[src/rtl/cpu_port_pkg.sv]
package cpu_port_pkg;
  localparam int PORT_W = 8;
  localparam int BANK_N = 3;
  localparam logic [PORT_W-1:0] DIR_RST = 8'hEF;
  localparam logic [PORT_W-1:0] LAT_RST = 8'h37;
  localparam logic [PORT_W-1:0] RD_MASK = 8'h3F;
  typedef enum logic {SEL_DIR = 1'b0, SEL_LAT = 1'b1} port_addr_e;
endpackage

[src/rtl/port_regs.sv]
module port_regs #(
  parameter int W = 8,
  parameter int N = 3,
  parameter logic [W-1:0] DIR_INIT = '0,
  parameter logic [W-1:0] LAT_INIT = '0
) (
  input  logic         clk,
  input  logic         rst_n,
  input  logic         wr_en,
  input  logic         addr,
  input  logic [W-1:0] wr_data,
  output logic [W-1:0] dir_q,
  output logic [W-1:0] lat_q,
  output logic [N-1:0] dir_nx_lo,
  output logic [N-1:0] lat_nx_lo
);
  import cpu_port_pkg::*;

  logic [W-1:0] dir_d, lat_d;
  logic         dir_en, lat_en;

  // strobe decode
  always_comb begin
    dir_en = wr_en && (port_addr_e'(addr) == SEL_DIR);
    lat_en = wr_en && (port_addr_e'(addr) == SEL_LAT);
    dir_d  = dir_en ? wr_data : dir_q;
    lat_d  = lat_en ? wr_data : lat_q;
  end

  // the select flops need the post-write contents in the same cycle
  assign dir_nx_lo = dir_d[N-1:0];
  assign lat_nx_lo = lat_d[N-1:0];

  always_ff @(posedge clk or negedge rst_n) begin
    if (!rst_n) begin
      dir_q <= DIR_INIT;
    end else if (dir_en) begin
      dir_q <= dir_d;
    end
  end

  always_ff @(posedge clk or negedge rst_n) begin
    if (!rst_n) begin
      lat_q <= LAT_INIT;
    end else if (lat_en) begin
      lat_q <= lat_d;
    end
  end
endmodule

[src/rtl/bank_select.sv]
module bank_select #(
  parameter int N = 3,
  parameter logic [N-1:0] RST_VAL = '1
) (
  input  logic         clk,
  input  logic         rst_n,
  input  logic         upd,
  input  logic [N-1:0] dir_nx,
  input  logic [N-1:0] lat_nx,
  output logic [N-1:0] sel_q
);
  for (genvar i = 0; i < N; i++) begin : g_line
    logic load;
    always_comb load = upd && dir_nx[i];

    always_ff @(posedge clk or negedge rst_n) begin
      if (!rst_n) begin
        sel_q[i] <= RST_VAL[i];
      end else if (load) begin
        sel_q[i] <= lat_nx[i];
      end
    end
  end
endmodule

[src/rtl/port_readback.sv]
module port_readback #(
  parameter int W = 8,
  parameter logic [W-1:0] MASK = '1
) (
  input  logic         addr,
  input  logic [W-1:0] dir_q,
  input  logic [W-1:0] lat_q,
  output logic [W-1:0] rd_data
);
  import cpu_port_pkg::*;

  always_comb begin
    if (port_addr_e'(addr) == SEL_DIR) begin
      rd_data = dir_q;
    end else begin
      // bits configured as inputs float high
      rd_data = (lat_q | ~dir_q) & MASK;
    end
  end
endmodule

[src/rtl/cpu_port_banker.sv]
module cpu_port_banker
  import cpu_port_pkg::*;
(
  input  logic              clk,
  input  logic              rst_n,
  input  logic              wr_en,
  input  logic              addr,
  input  logic [PORT_W-1:0] wr_data,
  output logic [PORT_W-1:0] rd_data,
  output logic              lo_rom_sel,
  output logic              hi_rom_sel,
  output logic              char_io_sel
);
  // reset re-evaluation from a cleared state: only lines with direction set pick up the latch
  localparam logic [BANK_N-1:0] SEL_RST = DIR_RST[BANK_N-1:0] & LAT_RST[BANK_N-1:0];

  logic [PORT_W-1:0] dir_q, lat_q;
  logic [BANK_N-1:0] dir_nx, lat_nx, sel;

  port_regs #(
    .W(PORT_W), .N(BANK_N), .DIR_INIT(DIR_RST), .LAT_INIT(LAT_RST)
  ) u_regs (
    .clk(clk), .rst_n(rst_n), .wr_en(wr_en), .addr(addr), .wr_data(wr_data),
    .dir_q(dir_q), .lat_q(lat_q), .dir_nx_lo(dir_nx), .lat_nx_lo(lat_nx)
  );

  bank_select #(
    .N(BANK_N), .RST_VAL(SEL_RST)
  ) u_sel (
    .clk(clk), .rst_n(rst_n), .upd(wr_en),
    .dir_nx(dir_nx), .lat_nx(lat_nx), .sel_q(sel)
  );

  port_readback #(
    .W(PORT_W), .MASK(RD_MASK)
  ) u_rd (
    .addr(addr), .dir_q(dir_q), .lat_q(lat_q), .rd_data(rd_data)
  );

  assign lo_rom_sel  = sel[0];
  assign hi_rom_sel  = sel[1];
  assign char_io_sel = sel[2];
endmodule

[config.mk]
export PLATFORM = sky130hd
export DESIGN_NAME = cpu_port_banker
export DESIGN_NICKNAME = d
export VERILOG_FILES = /design/src/rtl/cpu_port_pkg.sv /design/src/rtl/port_regs.sv /design/src/rtl/bank_select.sv /design/src/rtl/port_readback.sv /design/src/rtl/cpu_port_banker.sv
export SDC_FILE = /design/constraint.sdc
export NUM_CORES = 1
export LEC_CHECK = 0
export BUFFER_PORTS_ARGS = -buffer_cell sky130_fd_sc_hd__clkbuf_2
export CORE_UTILIZATION = 45
export DETAILED_ROUTE_END_ITERATION = 6
export GPL_TIMING_DRIVEN = 0
export HOLD_SLACK_MARGIN = 0.06
export PLACE_DENSITY_LB_ADDON = 0.05
export REMOVE_ABC_BUFFERS = 1
export SETUP_SLACK_MARGIN = 0.5
export SLEW_MARGIN = 10
export SYNTH_ARGS = -nofsm -noshare
export SYNTH_HDL_FRONTEND = slang
export SYNTH_HIERARCHICAL = 1
export SYNTH_SLANG_ARGS = --single-unit
[constraint.sdc]
create_clock -name clk -period 1.3 [get_ports clk]
set_clock_uncertainty 0.1 [all_clocks]
set_input_delay 0.26 -clock clk [delete_from_list [all_inputs] [get_ports clk]]
set_output_delay 0.26 -clock clk [all_outputs]
set_load 0.03 [all_outputs]
### Word-level counts from Yosys, hierarchy flattened

Cells that the tools add are included.
W data, S select, Z words.

| operators by class | value |
|---|---|
| bitwise operators | 3 |
| reduce and logical (&&, ||, !) cells | 5 |
| muxes and demuxes | 3 |

Operator list:

| kind | count |
|---|---|
| $mux W8 | 1 |
| $mux W3 | 2 |
| $not A6 Y6 | 1 |
| $or A6 B6 Y6 | 1 |
| $logic_and A1 B1 Y1 | 5 |
| $not A1 Y1 | 1 |

| storage, ports and cells | value |
|---|---|
| output and inout bits | 11 |
| bits in registers | 17 |
| input port bits | 12 |
| logic and storage cells | 16 |

### Logic depth before layout (Yosys ltp)

| depth | value |
|---|---|
| depth after elaboration | 4 |
| mapped depth | 5 |
| mapped depth without buffers | 4 |

### Modules after synthesis

The synthesis kept the hierarchy.

Modules (own cells, without submodules):

| module | cells an instance | times used | area an instance (um^2) |
|---|---|---|---|
| port_regs | 42 | 1 | 745.7 |
| port_readback | 21 | 1 | 143.9 |
| bank_select | 9 | 1 | 135.1 |

### Least setup slack after synthesis

OpenSTA, ideal clock, no wires.

| path | value |
|---|---|
| kind | flip-flop to output port |
| start point | register u_regs.lat_q[0] |
| end point | output rd_data[0] |
| slack | -0.122 ns |
| data arrival time | 1.062 ns |
| stages on the path, launching flop included | 3 |
| path buffers | 0 |
| path through | dfstp_2 > nor2b_1 > a21oi_1 |

| on the way | value |
|---|---|
| cells in the longest elaborated chain, start to end | 2 |

RTL lines:

| element | line | text |
|---|---|---|
| start: declaration | port_regs.sv:13 | `output logic [W-1:0] lat_q,` |
| start signal: assignment | port_regs.sv:46 | `lat_q <= lat_d;` |
| $or A6 B6 Y6 | port_readback.sv:17 | `rd_data = (lat_q \| ~dir_q) & MASK;` |
| $mux W8 | port_readback.sv:13 | `if (port_addr_e'(addr) == SEL_DIR) begin` |
| end: declaration | cpu_port_banker.sv:9 | `output logic [PORT_W-1:0] rd_data,` |

No other way between the ends.

### Final worst setup path

| path | value |
|---|---|
| start point | register u_regs.dir_q[0] |
| end point | output rd_data[0] |

| on the way | value |
|---|---|
| cells in the longest elaborated chain, start to end | 3 |

RTL lines:

| element | line | text |
|---|---|---|
| start: declaration | port_regs.sv:12 | `output logic [W-1:0] dir_q,` |
| start signal: assignment | port_regs.sv:38 | `dir_q <= dir_d;` |
| $not A6 Y6 | port_readback.sv:17 |  |
| $or A6 B6 Y6 | port_readback.sv:17 |  |
| $mux W8 * | port_readback.sv:13 |  |

Mark *: on every way between the ends. The rest lies on a longest branch, timed or not.

==> results.md <==
- The number of clock buffers added by TritonCTS is 3.
- The post-detailed-route count of antenna-violating nets is 0.
- The x dimension of the die is between 40 and 50 um.
- The total I/O pin count is 23.
- Along the worst path, the maximum fanout reaches 4.
- Compared with the post-synthesis result, the final layout area differs by 55.1%.
- The accumulated negative setup slack is -1940 ps.
- The most used routing layer in global routing is met2.
- The core region is 1960 um2.
- After the first detailed-routing iteration, the DRC count stood at 1.
- The tool flagged a number of max-cap violations equal to 0.
- The post-route minimum period is around 1600 ps.
- The cell count after synthesis came out at 68.
- The max-slew headroom at the worst pin is ~72%.
- Setup repair after global routing could not meet its margin everywhere.
- The floorplan step defined a die boundary enclosing between 2000 and 2500 um2.
- Dividing total power by cell area gives a power density of 1270 nW/um2.
- The final routed wire length divided by cell count is around 14 um.
- The largest net degree at the start of global routing is 18.
- The global-route usage over all layers is 17.7%.
- In this run the critical register-to-register path is launched from u_regs/dir_q[2]$_DFFE_PN1P_.
- The number of antenna diodes in the final layout is 0.
- The met3 capacity usage during global routing is under 10%.
- The total power after layout is between 0.0015 and 0.002 W.
- The post-route netlist has 91.7% of its cells at a drive strength greater than 1.
- Before antenna repair, the detailed router went through 2 iterations.
- The via count of the first global-routing pass is 603.
- The row count is 16.
- The met2 usage is 27.6%.
- The net total in the final layout is 122.
- The checks that failed: negative hold slack, negative setup slack.
- From bottom edge to top edge, the die measures 47.8 um.
- In this run the clock root is driven by a clkbuf_4.
- In the routed design, unresolved DRC markers number 0.
- The estimated wirelength of the detail-placed design is around 1000 um.
- TritonCTS built the clock tree.
- The worst hold path belongs to the class in -> async.
- The max-slew violation count came to 0.
- In this run the number of H-tree levels came out at 1.
- The number of antenna violations at the first check in global routing is 0.
- The count of cells in the finished layout, fillers not included, comes to 136.
- The clock net in this run drives a total of 17 sinks.
- After global routing the overflow that remains totals 0.
- The mapped netlist covers around 940 um2.
- The startpoint kind of the worst setup timing path is a flop.
- The worst supply voltage drop on vdd is around 750 uV.
- The arrival time of data at the critical path endpoint is around 1200 ps.
- The run finished, with violations left.
- The placer's final routability congestion estimate is 0.632.
- Of the available clock period, the critical path in the final layout requires 121%.
- The count of buffers added on input and output ports is 22.
- The via count is 646.
- The source-to-sink clock delay at the later pin of the worst-skew pair is approximately 280 ps.
- The met1 track demand over resource is 24.4%.
- The category of the most critical setup path is reg -> out.
- In the post-route analysis, the smallest setup slack over all paths is -275 ps.
- Summed over all cells, the static leakage comes to 0.695 nW.
- Counting along the longest clock path gives a buffer depth of 2.
- The first global-routing pass estimated approximately 2800 um of wire.
- The instance count after placement with tap cells included is approximately 110.
- The clock-pin slew of the registers on the worst-case setup and hold paths is around 100 ps.
- The required time of the critical path is 940 ps.
- The initial utilization of the core area, before any placement, comes to between 40% and 50%.
- The endpoint identified for the worst register-to-register timing path is u_sel/sel_q[2]$_DFFE_PN1P_.
- A synthesized cell averages 13.9 um2.
- The slew at the pin closest to its max-slew limit is 416 ps.
- The count of cells along the worst register-to-register path is 3.
- Final hold analysis gives a worst-case slack of -206 ps.
- The kind of capture point of the worst setup path is an output pin.
- The hold violation total from the final report is 2.
- The routed design has ~1900 um of wire.
- The end-of-flow core utilization is between 70% and 80%.
- The total of warnings raised by yosys is 6.
- Using the TritonRoute via totals, the vias-per-cell ratio works out to around 4.8.
- The number of setup violations in the final report is 11.
- In this run the register-to-register setup slack is roughly 70 ps.
- The maximum clock frequency is between 600 and 700 MHz.
## layout by cell type (no fill, tap or decap), types with 2 or more instances in the layout
cell and instances:
and2b_2 2, buf_8 5, nor2b_4 5, buf_6 8
nor2_2 4, mux2_4 20, clkbuf_16 2, buf_4 11
nor2_1 2, clkbuf_4 3, clkbuf_2 9, mux2_2 3
clkbuf_8 5, dfstp_2 15, dfrtp_1 2, nand2_2 2
a21oi_1 2, a21oi_2 4
## power breakdown
part	total [W]	switching [W]	internal [W]
combinational	0.000792	0.000310	0.000482
clock	0.000279	0.000160	0.000119
sequential	0.000786	0.0000938	0.000693
total	0.00186	0.000564	0.00129
## state kept, by name, indices dropped and copies added (netlist names)
signal        cells
u_sel/sel_q       3
u_regs/dir_q      8
u_regs/lat_q      6
## how the worst max path moves through the flow
stage | from | end | slack [ps] | cells past startpoint
final | u_regs/dir_q[0]$_DFFE_PN1P_ | rd_data[0] | -280 | 3
after global routing | u_regs/dir_q[2]$_DFFE_PN1P_ | rd_data[2] | -330 | 3
after CTS | u_regs/dir_q[0]$_DFFE_PN1P_ | rd_data[0] | -280 | 3
after detailed placement | addr | u_sel/sel_q[1]$_DFFE_PN1P_ | -600 | 5
after global placement | addr | u_sel/sel_q[1]$_DFFE_PN1P_ | -600 | 5
after floorplan | u_regs/lat_q[0]$_DFFE_PN1P_ | rd_data[0] | -120 | 2
## metrics by stage
step           area, um2  worst slack, ps
3_5_place_dp        1050             -605
4_1_cts             1390             -277
3_3_place_gp        1050             -599
5_1_grt             1470             -328
6_report            1470             -275
2_1_floorplan        908             -122
## timing repair
item                       in CTS  in global routing
setup endpoints to repair      28                 28
hold endpoints to repair        2                  2
gates cloned                    1                  0
resized for setup              47                 16
setup buffers                  12                  5
pin swaps                       5                  2
## final cells by class
type / count / area [um2]
timing repair buffer: 40 / 412
fill: 140 / 497
sequential: 17 / 444
clock buffer: 4 / 26.3
tap: 27 / 33.8
multi-input combinational: 48 / 549
## critical path, cell delays in order, from the launching register on
cell     delay [ps]
dfstp_2         570
nor2b_4         140
a21oi_1          60
buf_4           160
## metal layers
metal  wire, um  up-vias  part of all wire [%]
li1           -      316                     -
met2        982       13                    51
met1        906      317                    47
met4          0        0                     0
met5          0        -                     0
met3         46        0                   2.4
Power figures use the tool's default switching activity.
